--- src/rtl/ptw_pkg.sv ---
package ptw_pkg;

  typedef enum logic [2:0] {
    ST_IDLE,
    ST_FETCH,
    ST_WAIT,
    ST_DECODE,
    ST_RESP
  } walk_state_e;

  typedef enum logic [1:0] {
    DK_INVALID,
    DK_TABLE,
    DK_LEAF,
    DK_BADTYPE
  } desc_kind_e;

  typedef struct packed {
    logic [2:0] attr_idx;
    logic [1:0] sh;
    logic [1:0] ap;
    logic       pxn;
    logic       uxn;
  } leaf_attr_t;

  localparam int unsigned FC_W = 6;
  localparam logic [FC_W-1:0] FC_XLAT_BASE   = 6'h04;
  localparam logic [FC_W-1:0] FC_ACCESS_FLAG = 6'h21;

  // descriptor field positions
  localparam int unsigned AF_BIT       = 10;
  localparam int unsigned ATTR_LSB     = 2;
  localparam int unsigned AP_LSB       = 6;
  localparam int unsigned SH_LSB       = 8;
  localparam int unsigned PXN_BIT      = 53;
  localparam int unsigned UXN_BIT      = 54;

endpackage

--- src/rtl/ptw_addr_gen.sv ---
module ptw_addr_gen #(
  parameter int unsigned VA_W       = 48,
  parameter int unsigned PA_W       = 48,
  parameter int unsigned GRAN_SHIFT = 12,
  parameter int unsigned IDX_W      = 9,
  parameter int unsigned LEVELS     = 4,
  parameter int unsigned LVL_W      = 2
) (
  input  logic [VA_W-1:0]  va,
  input  logic [PA_W-1:0]  table_base,
  input  logic [LVL_W-1:0] level,
  output logic [PA_W-1:0]  entry_addr
);

  localparam int unsigned ENTRY_SHIFT = GRAN_SHIFT - IDX_W;

  logic [IDX_W-1:0] idx_by_lvl [LEVELS];

  // level 0 uses the highest index slice, the last level the lowest
  for (genvar g = 0; g < LEVELS; g++) begin : g_idx
    assign idx_by_lvl[g] = va[GRAN_SHIFT + IDX_W*(LEVELS-1-g) +: IDX_W];
  end

  assign entry_addr = {table_base[PA_W-1:GRAN_SHIFT], idx_by_lvl[level],
                       {ENTRY_SHIFT{1'b0}}};

  logic unused_addr_bits;
  assign unused_addr_bits = ^{va[GRAN_SHIFT-1:0], table_base[GRAN_SHIFT-1:0]};

endmodule

--- src/rtl/ptw_desc_decode.sv ---
module ptw_desc_decode
  import ptw_pkg::*;
#(
  parameter int unsigned VA_W          = 48,
  parameter int unsigned PA_W          = 48,
  parameter int unsigned DESC_W        = 64,
  parameter int unsigned GRAN_SHIFT    = 12,
  parameter int unsigned IDX_W         = 9,
  parameter int unsigned LEVELS        = 4,
  parameter int unsigned LVL_W         = 2,
  parameter int unsigned MIN_BLOCK_LVL = 1
) (
  input  logic [DESC_W-1:0] desc,
  input  logic [LVL_W-1:0]  level,
  input  logic [VA_W-1:0]   va,
  output desc_kind_e        kind,
  output logic [PA_W-1:0]   next_base,
  output logic [PA_W-1:0]   leaf_pa,
  output logic              af,
  output leaf_attr_t        attr
);

  localparam int unsigned LAST_LVL = LEVELS - 1;

  logic [PA_W-1:0] off_mask [LEVELS];
  logic [PA_W-1:0] mask;
  logic [PA_W-1:0] va_pa;
  logic            is_last;
  logic            block_ok;

  // offset width grows by one index field per level above the last
  for (genvar g = 0; g < LEVELS; g++) begin : g_mask
    assign off_mask[g] = (PA_W'(1) << (GRAN_SHIFT + IDX_W*(LAST_LVL-g))) - PA_W'(1);
  end

  assign mask     = off_mask[level];
  assign va_pa    = PA_W'(va);
  assign is_last  = (level == LVL_W'(LAST_LVL));
  assign block_ok = (level >= LVL_W'(MIN_BLOCK_LVL)) && !is_last;

  always_comb begin
    if (!desc[0])      kind = DK_INVALID;
    else if (desc[1])  kind = is_last ? DK_LEAF : DK_TABLE;
    else               kind = block_ok ? DK_LEAF : DK_BADTYPE;
  end

  assign next_base = {desc[PA_W-1:GRAN_SHIFT], {GRAN_SHIFT{1'b0}}};
  assign leaf_pa   = (desc[PA_W-1:0] & ~mask) | (va_pa & mask);
  assign af        = desc[AF_BIT];

  assign attr.attr_idx = desc[ATTR_LSB +: 3];
  assign attr.ap       = desc[AP_LSB +: 2];
  assign attr.sh       = desc[SH_LSB +: 2];
  assign attr.pxn      = desc[PXN_BIT];
  assign attr.uxn      = desc[UXN_BIT];

  logic unused_desc_bits;
  assign unused_desc_bits = ^{desc[DESC_W-1:UXN_BIT+1], desc[PXN_BIT-1:PA_W],
                              desc[11], desc[5]};

endmodule

--- src/rtl/ptw_walker.sv ---
module ptw_walker
  import ptw_pkg::*;
#(
  parameter int unsigned VA_W          = 48,
  parameter int unsigned PA_W          = 48,
  parameter int unsigned DESC_W        = 64,
  parameter int unsigned GRAN_SHIFT    = 12,
  parameter int unsigned IDX_W         = 9,
  parameter int unsigned LEVELS        = 4,
  parameter int unsigned MIN_BLOCK_LVL = 1,
  localparam int unsigned LVL_W        = $clog2(LEVELS)
) (
  input  logic              clk,
  input  logic              rst_n,
  input  logic              req_valid,
  output logic              req_ready,
  input  logic [VA_W-1:0]   req_va,
  input  logic [PA_W-1:0]   req_root,
  output logic              mem_req_valid,
  input  logic              mem_req_ready,
  output logic [PA_W-1:0]   mem_req_addr,
  input  logic              mem_rsp_valid,
  input  logic [DESC_W-1:0] mem_rsp_data,
  output logic              rsp_valid,
  input  logic              rsp_ready,
  output logic              rsp_fault,
  output logic [5:0]        rsp_fault_code,
  output logic [LVL_W-1:0]  rsp_level,
  output logic [PA_W-1:0]   rsp_pa,
  output logic [2:0]        rsp_attr_idx,
  output logic [1:0]        rsp_sh,
  output logic [1:0]        rsp_ap,
  output logic              rsp_pxn,
  output logic              rsp_uxn
);

  walk_state_e       state_q;
  logic [LVL_W-1:0]  lvl_q;
  logic [VA_W-1:0]   va_q;
  logic [PA_W-1:0]   base_q;
  logic [DESC_W-1:0] desc_q;
  logic              fault_q;
  logic [FC_W-1:0]   code_q;
  logic [LVL_W-1:0]  end_lvl_q;
  logic [PA_W-1:0]   pa_q;
  leaf_attr_t        attr_q;

  desc_kind_e        dec_kind;
  logic [PA_W-1:0]   dec_next_base;
  logic [PA_W-1:0]   dec_leaf_pa;
  logic              dec_af;
  leaf_attr_t        dec_attr;

  ptw_addr_gen #(
    .VA_W(VA_W), .PA_W(PA_W), .GRAN_SHIFT(GRAN_SHIFT),
    .IDX_W(IDX_W), .LEVELS(LEVELS), .LVL_W(LVL_W)
  ) i_addr_gen (
    .va         (va_q),
    .table_base (base_q),
    .level      (lvl_q),
    .entry_addr (mem_req_addr)
  );

  ptw_desc_decode #(
    .VA_W(VA_W), .PA_W(PA_W), .DESC_W(DESC_W), .GRAN_SHIFT(GRAN_SHIFT),
    .IDX_W(IDX_W), .LEVELS(LEVELS), .LVL_W(LVL_W), .MIN_BLOCK_LVL(MIN_BLOCK_LVL)
  ) i_desc_decode (
    .desc      (desc_q),
    .level     (lvl_q),
    .va        (va_q),
    .kind      (dec_kind),
    .next_base (dec_next_base),
    .leaf_pa   (dec_leaf_pa),
    .af        (dec_af),
    .attr      (dec_attr)
  );

  always_ff @(posedge clk) begin
    if (!rst_n) begin
      state_q   <= ST_IDLE;
      lvl_q     <= '0;
      va_q      <= '0;
      base_q    <= '0;
      desc_q    <= '0;
      fault_q   <= 1'b0;
      code_q    <= '0;
      end_lvl_q <= '0;
      pa_q      <= '0;
      attr_q    <= '0;
    end else begin
      unique case (state_q)
        ST_IDLE: begin
          if (req_valid) begin
            va_q    <= req_va;
            base_q  <= {req_root[PA_W-1:GRAN_SHIFT], {GRAN_SHIFT{1'b0}}};
            lvl_q   <= '0;
            state_q <= ST_FETCH;
          end
        end
        ST_FETCH: begin
          if (mem_req_ready) state_q <= ST_WAIT;
        end
        ST_WAIT: begin
          if (mem_rsp_valid) begin
            desc_q  <= mem_rsp_data;
            state_q <= ST_DECODE;
          end
        end
        ST_DECODE: begin
          end_lvl_q <= lvl_q;
          unique case (dec_kind)
            DK_TABLE: begin
              base_q  <= dec_next_base;
              lvl_q   <= lvl_q + LVL_W'(1);
              state_q <= ST_FETCH;
            end
            DK_LEAF: begin
              state_q <= ST_RESP;
              if (dec_af) begin
                fault_q <= 1'b0;
                code_q  <= '0;
                pa_q    <= dec_leaf_pa;
                attr_q  <= dec_attr;
              end else begin
                fault_q <= 1'b1;
                code_q  <= FC_ACCESS_FLAG;
                pa_q    <= '0;
                attr_q  <= '0;
              end
            end
            default: begin
              // invalid entry or a type that this level does not allow
              state_q <= ST_RESP;
              fault_q <= 1'b1;
              code_q  <= FC_XLAT_BASE + FC_W'(lvl_q);
              pa_q    <= '0;
              attr_q  <= '0;
            end
          endcase
        end
        ST_RESP: begin
          if (rsp_ready) state_q <= ST_IDLE;
        end
        default: state_q <= ST_IDLE;
      endcase
    end
  end

  assign req_ready      = (state_q == ST_IDLE);
  assign mem_req_valid  = (state_q == ST_FETCH);
  assign rsp_valid      = (state_q == ST_RESP);
  assign rsp_fault      = fault_q;
  assign rsp_fault_code = code_q;
  assign rsp_level      = end_lvl_q;
  assign rsp_pa         = pa_q;
  assign rsp_attr_idx   = attr_q.attr_idx;
  assign rsp_sh         = attr_q.sh;
  assign rsp_ap         = attr_q.ap;
  assign rsp_pxn        = attr_q.pxn;
  assign rsp_uxn        = attr_q.uxn;

  logic unused_root_bits;
  assign unused_root_bits = ^req_root[GRAN_SHIFT-1:0];

  AST_MEMREQ_HOLD: assert property (@(posedge clk) disable iff (!rst_n)
    mem_req_valid && !mem_req_ready |=> mem_req_valid && $stable(mem_req_addr));

  AST_RSP_HOLD: assert property (@(posedge clk) disable iff (!rst_n)
    rsp_valid && !rsp_ready |=> rsp_valid &&
      $stable({rsp_fault, rsp_fault_code, rsp_level, rsp_pa, rsp_attr_idx,
               rsp_sh, rsp_ap, rsp_pxn, rsp_uxn}));

  AST_IDLE_EXCL: assert property (@(posedge clk) disable iff (!rst_n)
    req_ready |-> !mem_req_valid && !rsp_valid);

  AST_FAULT_CLEAR: assert property (@(posedge clk) disable iff (!rst_n)
    rsp_valid && rsp_fault |-> rsp_pa == '0 && rsp_attr_idx == '0 &&
      rsp_sh == '0 && rsp_ap == '0 && !rsp_pxn && !rsp_uxn);

  AST_NO_ROOT_LEAF: assert property (@(posedge clk) disable iff (!rst_n)
    rsp_valid && !rsp_fault |-> rsp_level != '0);

  AST_AF_AT_LEAF_LEVEL: assert property (@(posedge clk) disable iff (!rst_n)
    rsp_valid && rsp_fault && rsp_fault_code == FC_ACCESS_FLAG
      |-> rsp_level >= LVL_W'(MIN_BLOCK_LVL));

endmodule

--- config.mk ---
export PLATFORM = sky130hd
export DESIGN_NAME = ptw_walker
export DESIGN_NICKNAME = d
export VERILOG_FILES = /design/src/rtl/ptw_pkg.sv /design/src/rtl/ptw_addr_gen.sv /design/src/rtl/ptw_desc_decode.sv /design/src/rtl/ptw_walker.sv
export SDC_FILE = /design/constraint.sdc
export NUM_CORES = 1
export LEC_CHECK = 0
export ABC_AREA = 1
export BUFFER_PORTS_ARGS = -buffer_cell sky130_fd_sc_hd__buf_2
export CAP_MARGIN = 20
export CORE_MARGIN = 3
export CORE_UTILIZATION = 53
export DETAILED_ROUTE_END_ITERATION = 7
export GPL_ROUTABILITY_DRIVEN = 0
export GPL_TIMING_DRIVEN = 0
export PLACE_DENSITY = 0.8
export SLEW_MARGIN = 10
export SYNTH_ARGS = -nofsm -noshare
export SYNTH_HDL_FRONTEND = slang
export SYNTH_HIERARCHICAL = 1
export SYNTH_SLANG_ARGS = --single-unit
export TNS_END_PERCENT = 20
--- constraint.sdc ---
create_clock -name clk -period 2.43 [get_ports clk]
set_input_delay 0.243 -clock clk [delete_from_list [all_inputs] [get_ports clk]]
set_output_delay 0.243 -clock clk [all_outputs]
set_load 0.005 [all_outputs]
==> results of run 1 <==
through the flow:
step             util  total power (W)  std cells  setup WS, ns
6_report       0.6810          0.01167       1884        0.1369
5_1_grt        0.6810          0.01242       1884       0.01140
4_1_cts        0.6758          0.01162       1876      0.001640
3_5_place_dp   0.6341         0.008420       1838       -0.6116
3_3_place_gp   0.6341         0.008324       1838       -0.6018
2_1_floorplan       -         0.007134       1364        0.3015
state kept, by name, indices dropped and copies added (netlist names), 2 cells and up:
name and cells:
rsp_ap 2, lvl_q 2, rsp_sh 2, state_q 3, desc_q 48, rsp_level 2
rsp_attr_idx 3, base_q 36, va_q 48, rsp_pa 48, rsp_fault_code 4
final timing paths:
check,end,startpoint,cells after the start,slack [ns]
setup / recovery,base_q[15],lvl_q[1],14,0.14
hold / removal,va_q[11],req_va[11],3,0.01
setup reg to reg,base_q[15],lvl_q[1],14,0.14
hold reg to reg,desc_q[4],desc_q[4],2,0.44
worst max-delay path: stages, from the launching register on:
cell	delay, ns
dfxtp_4	0.41
buf_6	0.16
inv_4	0.07
ha_1	0.31
nand2_1	0.08
nand2_1	0.05
nor2_1	0.08
inv_1	0.08
nor2_4	0.15
nor2_4	0.09
inv_2	0.09
nand2_1	0.13
buf_2	0.21
o21ai_0	0.20
nor2_1	0.07
layout make-up:
class | count | area (µm²)
Timing Repair Buffer | 252 | 1269
Fill cell | 1553 | 5555
Tap cell | 225 | 281.5
Buffer | 206 | 1354
Antenna cell | 4 | 10.01
Sequential cell | 201 | 4029
Multi-Input combinational cell | 834 | 3769
Clock inverter | 4 | 20.02
Clock buffer | 34 | 656.9
Inverter | 124 | 473.0
metal layers:
metal	vias up	global-route usage	wire length, µm	part of all wire
met5	-	0	27	0.00097
met4	4	0.07496	770	0.028
met3	56	0.05906	2542	0.091
met2	379	0.4414	12790	0.46
met1	4145	0.3599	11830	0.42
li1	4779	-	-	-
power breakdown:
group          switching [W]  internal (W)  total, W
registers           0.000411       0.00389   0.00431
clock network        0.00130       0.00185   0.00315
logic                0.00237       0.00184   0.00421
cell usage in the layout, fill, tap and decap left out, types with 2 or more instances in the layout:
cell         n
nand2_1    321
buf_2      269
dfxtp_1    199
a21oi_1    162
nand3_1    130
buf_4      121
inv_1      119
o21ai_0     89
nor2_1      85
clkbuf_1    55
clkbuf_16   23
o21ai_1     11
buf_6        9
nand2_2      9
clkbuf_2     7
conb_1       5
diode_2      4
clkbuf_8     4
clkinv_2     4
inv_2        3
nor2_4       3
o21ai_2      3
ha_1         3
nor2_2       2
nand3_2      2
buf_12       2
what timing repair did:
action / CTS / global route
endpoints found under the hold margin: 0 / 0
cloned: 0 / 1
resized for setup: 21 / 42
setup endpoints to repair: 101 / 100
pin swaps: 0 / 2
setup buffers: 0 / 3
==> metrics list, run 1 <==
- The flow ran to the end, and the final reports show no timing, DRC or antenna violations.
- The tightest hold path in the finished design has a slack of 0.009588 ns.
- Share of the clock period used by the worst path after layout: 0.9437
- Worst Setup Start Kind: flip-flop
* Min Clock Period, post-route: 2.293 ns
* Post-Route Setup TNS: 0 ns
- Once detailed placement completed, the half-perimeter wirelength came to 21.00 mm.
- Vias after detailed routing: 9363
* Pin slew with the least headroom to its limit: 0.6886 ns
- In this run the static leakage power is 5.532 nW.
- For this design the ratio of total power to cell area is 983.7 nW/µm².
* Number of antenna violations at the first check in global routing: 6
- Total congestion overflow: 0
- Once detail routing completed, the nets flagged for antenna violations numbered 0.
* Average cell area after synthesis: 6.984 µm²
- Number of buffers inserted for hold repair after clock tree synthesis: 0
* Final nets: 1810
* Worst slew margin relative to its limit: 0.5393
- Clock edge transition at the registers on the reported setup and hold paths: 0.06 ns
* CTS tree: built
- After detailed routing, the total wire length is 27.96 mm.
- The tree is rooted in a clkbuf_16.
* Crit end category: flip-flop
* Maximum resistive drop on vdd: 568.2 µV
- Total I/O pin count: 283
* Std-Cell Rows: 48
- RSZ-0062 raised after global routing: no
- Once placement finished, the instance area stood at 11040 µm².
- Peak clock frequency supported by timing: 436.1 MHz
* Initial cell density of the core: 0.5458
- Width of the die: 139.9 µm
- DR vias/cell: 4.970
- The clock passes through at most 3 buffers.
- Worst endpoint required time: 2.81 ns
- The region available for standard cell placement spans 17420 µm².
* Arrival time of the worst setup path: 2.68 ns
- Post-synthesis instance total: 1361
- In the routed design, unresolved DRC markers number 0.
- Measured along the y axis, the die boundary spans 139.9 µm.
- The detailed router finished its first iteration with 672 violations.
- Total clock sinks: 201
* Hold violation count in the final report: 0
- Final routed wire length divided by cell count: 14.84 µm
* Number of max-slew violations in the final report: 0
* Maximum number of pins on one net before global-route repair: 13
* Clk Latency, worst-skew pair: 0.49 ns
* Final setup fails: 0
- Post-synthesis instance area: 9505 µm²
* Total global routing track utilization: 0.2689
- The tightest min-delay check is of the in2reg type.
* Maximum fanout count along the critical path: 10
- The number of global-route vias before repair was 8406.
- The die covers 19580 µm².
- For this run, the number of Yosys warnings is 6.
- Number of maximum-capacitance constraint violations: 0
- Fraction of layout instances using a drive strength above 1: 0.2834
- Wire length of the first global-routing pass: 43.24 mm
- Number of buffers created by CTS: 22
* Router iterations before antenna repair: 5
- CTS built an H-tree with a depth of 1.
* Final cell area excluding filler cells: 11860 µm²
- Port-buffer cells: 249
* Final worst clock skew: 0.007217 ns
- Area overhead of the layout relative to synthesis: 24.79%
- By startpoint and endpoint, the worst setup path is classified as reg2reg.
Note: power is estimated with default switching activity, not from simulation.
==> inputs of run 2 (changes only) <==
--- a/config.mk
+++ b/config.mk
@@ -8,12 +8,14 @@
 export ABC_AREA = 1
 export BUFFER_PORTS_ARGS = -buffer_cell sky130_fd_sc_hd__buf_2
 export CAP_MARGIN = 20
+export CELL_PAD_IN_SITES_DETAIL_PLACEMENT = 0
+export CELL_PAD_IN_SITES_GLOBAL_PLACEMENT = 1
 export CORE_MARGIN = 3
-export CORE_UTILIZATION = 53
+export CORE_UTILIZATION = 37
 export DETAILED_ROUTE_END_ITERATION = 7
 export GPL_ROUTABILITY_DRIVEN = 0
 export GPL_TIMING_DRIVEN = 0
-export PLACE_DENSITY = 0.8
+export PLACE_DENSITY_LB_ADDON = 0.1
 export SLEW_MARGIN = 10
 export SYNTH_ARGS = -nofsm -noshare
 export SYNTH_HDL_FRONTEND = slang
==> constraint.sdc (replaced) <==
create_clock -name clk -period 2.43 [get_ports clk]
set_input_delay 0.243 -clock clk [delete_from_list [all_inputs] [get_ports clk]]
set_output_delay 0.243 -clock clk [all_outputs]
set_load 0.02 [all_outputs]
==> metrics list, run 2 (synthesis results as in run 1) <==
- The power density relative to cell area is 1029 nW/µm² (+4.6%).
- Vias after detailed routing: 9312 (-0.54%)
* Vias in the first global route: 8844 (+5.2%)
- Leakage Power: 5.872 nW (+6.1%)
- The floorplan die width is 166.3 µm (+19%).
- Total congestion overflow: 0 (unchanged)
- The cell count of the worst reg-to-reg path is 12 (-2).
* DR vias/cell: 4.560 (-8.2%)
- The worst setup skew after layout was 0.009895 ns (+0.002679 ns).
- Post-Route WL: 31.11 mm (+11%)
- Worst slew margin relative to its limit: 0.4797 (-0.05959)
- Total clock sinks: 201 (unchanged)
* Class of the tightest hold or removal check: in2reg
- Core outline area: 25180 µm² (+45%)
- The first-pass GRT wire length was 48.50 mm (+12%).
- The library cell used most frequently in the layout, excluding fill and tap cells, is nand2_1.
* CTS tree: built
- FF-to-FF End: rsp_pa[43]
- The critical path required time came to 2.87 ns (+0.06 ns).
- Maximum fanout count along the critical path: 10 (unchanged)
* WHS: 0.01766 ns (+0.008070 ns)
- Antenna diode count: 0 (-4)
- Clk Latency, worst-skew pair: 0.51 ns (+0.02 ns)
- Buffer depth of the longest clock path: 3 (unchanged)
- Maximum resistive drop on vdd: 577.5 µV (+1.6%)
- Die height: 166.3 µm (+19%)
- The slack of the worst reg-to-reg path was 0.19 ns (+0.06 ns).
- The clock-pin slew on the worst setup and hold paths came to 0.06 ns (about the same).
- Final setup slack of the worst path: 0.1946 ns (+0.05768 ns)
* ANT nets after route: 0 (unchanged)
* Final routed DRC violation total: 0 (unchanged)
- The worst hold path begins at mem_rsp_data[9].
- Hold violation count in the final report: 0 (unchanged)
- The area of the multi-input gates is 3771 µm² (about the same).
- Router iterations before antenna repair: 5 (unchanged)
* Layout fillers: 2642 (+70%)
- Sequential cell area in the final layout: 4029 µm² (unchanged)
- The post-layout net count came to 1863 (+2.9%).
* Estimated wirelength of the detail-placed design: 23.06 mm (+9.8%)
- The slew at the pin closest to its max-slew limit came to 0.7805 ns (+0.09193 ns).
- The number of placed I/O pins was 283 (unchanged).
* Status: finished, final reports clean
* Share of the clock period used by the worst path after layout: 0.9199 (-0.02374)
* Number of max-slew violations in the final report: 0 (unchanged)
- Peak clock frequency supported by timing: 447.3 MHz (+2.6%)
- Root Buffer Master: clkbuf_16
- The max capacitance violation total was 0 (unchanged).
- Worst Setup Start Kind: flip-flop
- The shortest clock period the worst path allows after layout was 2.235 ns (-0.05768 ns).
- Worst setup path endpoint: rsp_pa[43]
- Final setup fails: 0 (unchanged)
- H-tree depth: 1 (unchanged)
- Maximum number of pins on one net before global-route repair: 13 (unchanged)
- The violation count after the first detailed-routing iteration came to 473 (-30%).
* Total global routing track utilization: 0.2167 (-0.05224)
- The floorplan row count was 58 (+21%).
- The floorplan die area is 27650 µm² (+41%).
- The share of post-route cells with drive strength above 1 was 0.2827 (-0.0006734).
- The final-layout setup total negative slack was 0 ns (unchanged).
* Number of buffers created by CTS: 24 (+9.1%)
- Pre-CTS setup slack: -0.6711 ns (-0.05958 ns)
- The effective utilization at floorplan is 0.3775 (-0.1683).
- Number of antenna violations at the first check in global routing: 0 (-6)
* Final routed wire length divided by cell count: 15.23 µm (+2.6%)
* Port-buffer cells: 249 (unchanged)
- The worst setup path is captured at a flip-flop.
- RSZ-0062 raised after global routing: no
* First element of the critical path: lvl_q[0]
- Arrival time of the worst setup path: 2.67 ns (about the same)
- Source of the worst register-to-register timing path: lvl_q[0]
- Area overhead of the layout relative to synthesis: 34.11%
- Leading cell types in the layout, fill and taps excluded: 320 x nand2_1, 264 x buf_2, 199 x dfxtp_1
- Critical path class: reg2reg
==> run 2: how the worst min path moves through the flow <==
| stage | to | depth (start not counted) |
|---|---|---|
| floorplan | va_q[0] | 2 |
| global placement | desc_q[4] | 2 |
| detailed placement | desc_q[7] | 2 |
| CTS | va_q[26] | 3 |
| global route | va_q[36] | 3 |
| finish | desc_q[9] | 3 |
==> run 2: worst max-delay path, stage by stage, from the launching register on <==
cell and delay (ns):
dfxtp_2 0.48, inv_1 0.08, ha_1 0.34, nand2_1 0.06, nand2_1 0.05, nor2_1 0.04
inv_1 0.10, nand2_1 0.15, nor2_4 0.19, buf_6 0.19, clkbuf_4 0.24, nand3_1 0.10
a21oi_1 0.14
==> run 2: routing by layer <==
layer  vias up  wire [µm]  global-route usage  part of all wire
li1       4883          -                   -                 -
met1      4131      14490              0.2947              0.47
met2       261      13950              0.3553              0.45
met3        37       2053             0.04523             0.066
met4         0        612             0.05165             0.020
met5         -          0                   0                 0
==> run 2: cell type report <==
| class | instances | share of cell area |
|---|---|---|
| Buffer | 206 | 0.1075 |
| Sequential cell | 201 | 0.3161 |
| Tap cell | 330 | 0.03239 |
| Inverter | 124 | 0.03710 |
| Clock inverter | 10 | 0.01374 |
| Clock buffer | 34 | 0.05722 |
| Multi-Input combinational cell | 834 | 0.2958 |
| Timing Repair Buffer | 303 | 0.1402 |
==> run 2: timing repair <==
action / CTS / global route
gates resized for setup: 36 / 29
buffers inserted: 1 / 4
endpoints found under the hold margin: 49 / 0
gates cloned: 1 / 0
setup endpoints to repair: 102 / 98
pin swaps: 1 / 2
hold buffers: 49 / 0
==> run 2: per-stage QoR <==
step / instances / util / cell area, µm² / total power (W)
floorplan: 1364 / - / 9517 / 0.007561
finish: 2042 / 0.5062 / 12750 / 0.01312
detailed placement: 1943 / 0.4438 / 11180 / 0.008947
global route: 2042 / 0.5062 / 12750 / 0.01396
CTS: 2038 / 0.5031 / 12670 / 0.01320
global placement: 1943 / 0.4438 / 11180 / 0.008910
==> run 2: power breakdown <==
group / leakage [nW] / internal, W / switching (W)
Sequential: 1.64 / 0.00389 / 0.000413
Combinational: 3.78 / 0.00193 / 0.00282
Clock: 0.451 / 0.00261 / 0.00144
Total: 5.87 / 0.00844 / 0.00468
==> inputs of run 3 (changes only) <==
--- a/config.mk
+++ b/config.mk
@@ -10,11 +10,13 @@
 export CAP_MARGIN = 20
 export CELL_PAD_IN_SITES_DETAIL_PLACEMENT = 0
 export CELL_PAD_IN_SITES_GLOBAL_PLACEMENT = 1
-export CORE_MARGIN = 3
+export CORE_ASPECT_RATIO = 1.5
+export CORE_MARGIN = 5
 export CORE_UTILIZATION = 37
 export DETAILED_ROUTE_END_ITERATION = 7
 export GPL_ROUTABILITY_DRIVEN = 0
 export GPL_TIMING_DRIVEN = 0
+export HOLD_SLACK_MARGIN = 0.03
 export PLACE_DENSITY_LB_ADDON = 0.1
 export SLEW_MARGIN = 10
 export SYNTH_ARGS = -nofsm -noshare
==> metrics list, run 3 (synthesis results as in run 1) <==
- The run finished with clean final reports.
* Clk Latency, worst-skew pair: 0.51 ns (about the same)
* Hold violation count in the final report: 0 (unchanged)
- H-tree depth: 1 (unchanged)
- Number of maximum-capacitance constraint violations: 0 (unchanged)
- Critical-path cell list: buf_6, inv_4, ha_1, nand2_1, nand2_1, nor2_1, inv_1, nor2_4, nor2_4, inv_2, buf_6, buf_4, nand2_1, a21oi_1
- The worst hold slack after final layout was 0.03803 ns (+0.02037 ns).
- Leading cell types in the layout, fill and taps excluded: 319 x nand2_1, 263 x buf_2, 199 x dfxtp_1
* ANT nets after route: 0 (unchanged)
* Clock edge transition at the registers on the reported setup and hold paths: 0.06 ns (about the same)
- Class of the tightest hold or removal check: in2reg
* Max stage delay on crit path: 0.43 ns (-0.05 ns)
- The power density relative to cell area was 978.4 nW/µm² (-4.9%).
- Setup repair after global routing could not meet its margin everywhere.
* Wire length of the first global-routing pass: 47.74 mm (-1.6%)
- Post-layout total power: 0.01245 W (-5.1%)
* Critical path class: reg2reg
- Worst Setup Start Kind: flip-flop
- Width of the die: 140.9 µm (-15%)
* Post-Route WL: 30.94 mm (-0.54%)
- The routed via count was 9190 (-1.3%).
- The max-slew violation count came to 0 (unchanged).
* Number of antenna violations at the first check in global routing: 1 (+1)
* Worst slew margin relative to its limit: 0.4492 (-0.03052)
- The shortest clock period the worst path allows after layout is 2.341 ns (+0.1054 ns).
- TritonCTS built the clock tree.
* Vias in the first global route: 8907 (+0.71%)
- Buffer depth of the longest clock path: 3 (unchanged)
- Port-buffer cells: 249 (unchanged)
- Leakage Power: 5.847 nW (-0.41%)
* Layout fillers: 2703 (+2.3%)
- The post-detailed-placement half-perimeter wirelength is 23.98 mm (+4.0%).
- The tree is rooted in a clkbuf_16.
- The critical path required time came to 2.86 ns (about the same).
* Pin slew with the least headroom to its limit: 0.8263 ns (+0.04578 ns)
- By instance count, the cell type seen most on the critical path is nand2_1.
- The residual overflow from global routing was 0 (unchanged).
* Initial cell density of the core: 0.3715 (-0.005944)
- Area enclosed by the die boundary: 29060 µm² (+5.1%)
- From synthesis to final layout, the design area changed by 33.92%.
* Most common library cell in the layout ignoring fill and taps: nand2_1
- The post-layout net count came to 1874 (+0.59%).
- Router iterations before antenna repair: 5 (unchanged)
- Total clock sinks: 201 (unchanged)
* Critical path's slowest cell: dfxtp_4
* Starting DRT DRC Count: 383 (-19%)
- Arrival time of the worst setup path: 2.77 ns (+0.10 ns)
- Final worst clock skew: 0.01696 ns (+0.007065 ns)
- Final setup fails: 0 (unchanged)
* Number of buffers created by CTS: 22 (-8.3%)
* Crit end category: flip-flop
- Final routed wire length divided by cell count: 15.06 µm (-1.2%)
- The vias per cell is 4.472 (-1.9%).
- The share of post-route cells with drive strength above 1 came to 0.2783 (-0.004384).
* Core outline area: 25580 µm² (+1.6%)
- Std-Cell Rows: 72 (+24%)
* Peak clock frequency supported by timing: 427.2 MHz (-4.5%)
- The number of remaining DRC errors came to 0 (unchanged).
- The vertical extent of the die was 206.3 µm (+24%).
- The fraction of the cycle the final worst path needs came to 0.9633 (+0.04338).
- Post-layout util: 0.4976 (-0.008656)
- Maximum number of pins on one net before global-route repair: 14 (+1)
- The worst supply voltage drop on vdd came to 544.8 µV (-5.7%).
- Maximum fanout count along the critical path: 10 (unchanged)
- Total global routing track utilization: 0.2051 (-0.01161)
- Total I/O pin count: 283 (unchanged)
[run 3: per-stage QoR]
step	setup WS [ns]	cells	instance area, µm²	setup TNS (ns)
2_1_floorplan	0.3015	1364	9517	0
3_3_place_gp	-0.5629	1946	11180	-40.45
3_5_place_dp	-0.6311	1946	11180	-43.66
4_1_cts	0.008051	2048	12600	0
5_1_grt	-0.01515	2055	12730	-0.05151
6_report	0.08919	2055	12730	0
[run 3: timing repair]
| action | CTS | global route |
|---|---|---|
| buffers inserted | 0 | 5 |
| pin swaps | 1 | 3 |
| cloned | 0 | 1 |
| resized for setup | 32 | 36 |
| endpoints found under the setup margin | 102 | 96 |
| hold endpoints to repair | 62 | 0 |
| hold buffers | 62 | 0 |
[run 3: final timing paths]
path / from / to / slack, ns / cells after the start
hold / removal: req_va[25] / va_q[25] / 0.04 / 3
setup / recovery: lvl_q[1] / rsp_pa[45] / 0.09 / 14
setup reg to reg: lvl_q[1] / rsp_pa[45] / 0.09 / 14
hold reg to reg: desc_q[3] / desc_q[3] / 0.44 / 2
[run 3: cell type report]
class / count / area [µm²] / share of cell area
antenna: 1 / 2.502 / 0.0001966
buffer: 206 / 1386 / 0.1089
clock buffer: 31 / 655.6 / 0.05150
clock inverter: 9 / 73.82 / 0.005799
inverter: 124 / 473.0 / 0.03715
multi-input combinational: 834 / 3776 / 0.2966
sequential: 201 / 4029 / 0.3165
tap: 333 / 416.7 / 0.03273
timing repair buffer: 316 / 1917 / 0.1506
[run 3: power breakdown]
| part | switching, W | leakage, nW | internal (W) |
|---|---|---|---|
| clock network | 0.00139 | 0.369 | 0.00199 |
| registers | 0.000407 | 1.64 | 0.00389 |
| logic | 0.00280 | 3.84 | 0.00197 |
| total | 0.00460 | 5.85 | 0.00785 |
[run 3: layer usage]
layer,global-route usage,vias up,wire length (µm)
met5,0,-,0
li1,-,4888,-
met1,0.2446,4034,12760
met4,0.05921,0,771
met2,0.3709,233,15450
met3,0.04190,35,1959
[run 3: critical path: cells and delay by family, from the launching register on]
kind            cells  cell delay (ns)
flops               1             0.43
simple gates        6             0.53
fa+ha+maj           1             0.33
compound gates      1             0.15
buf+inv             6             0.82
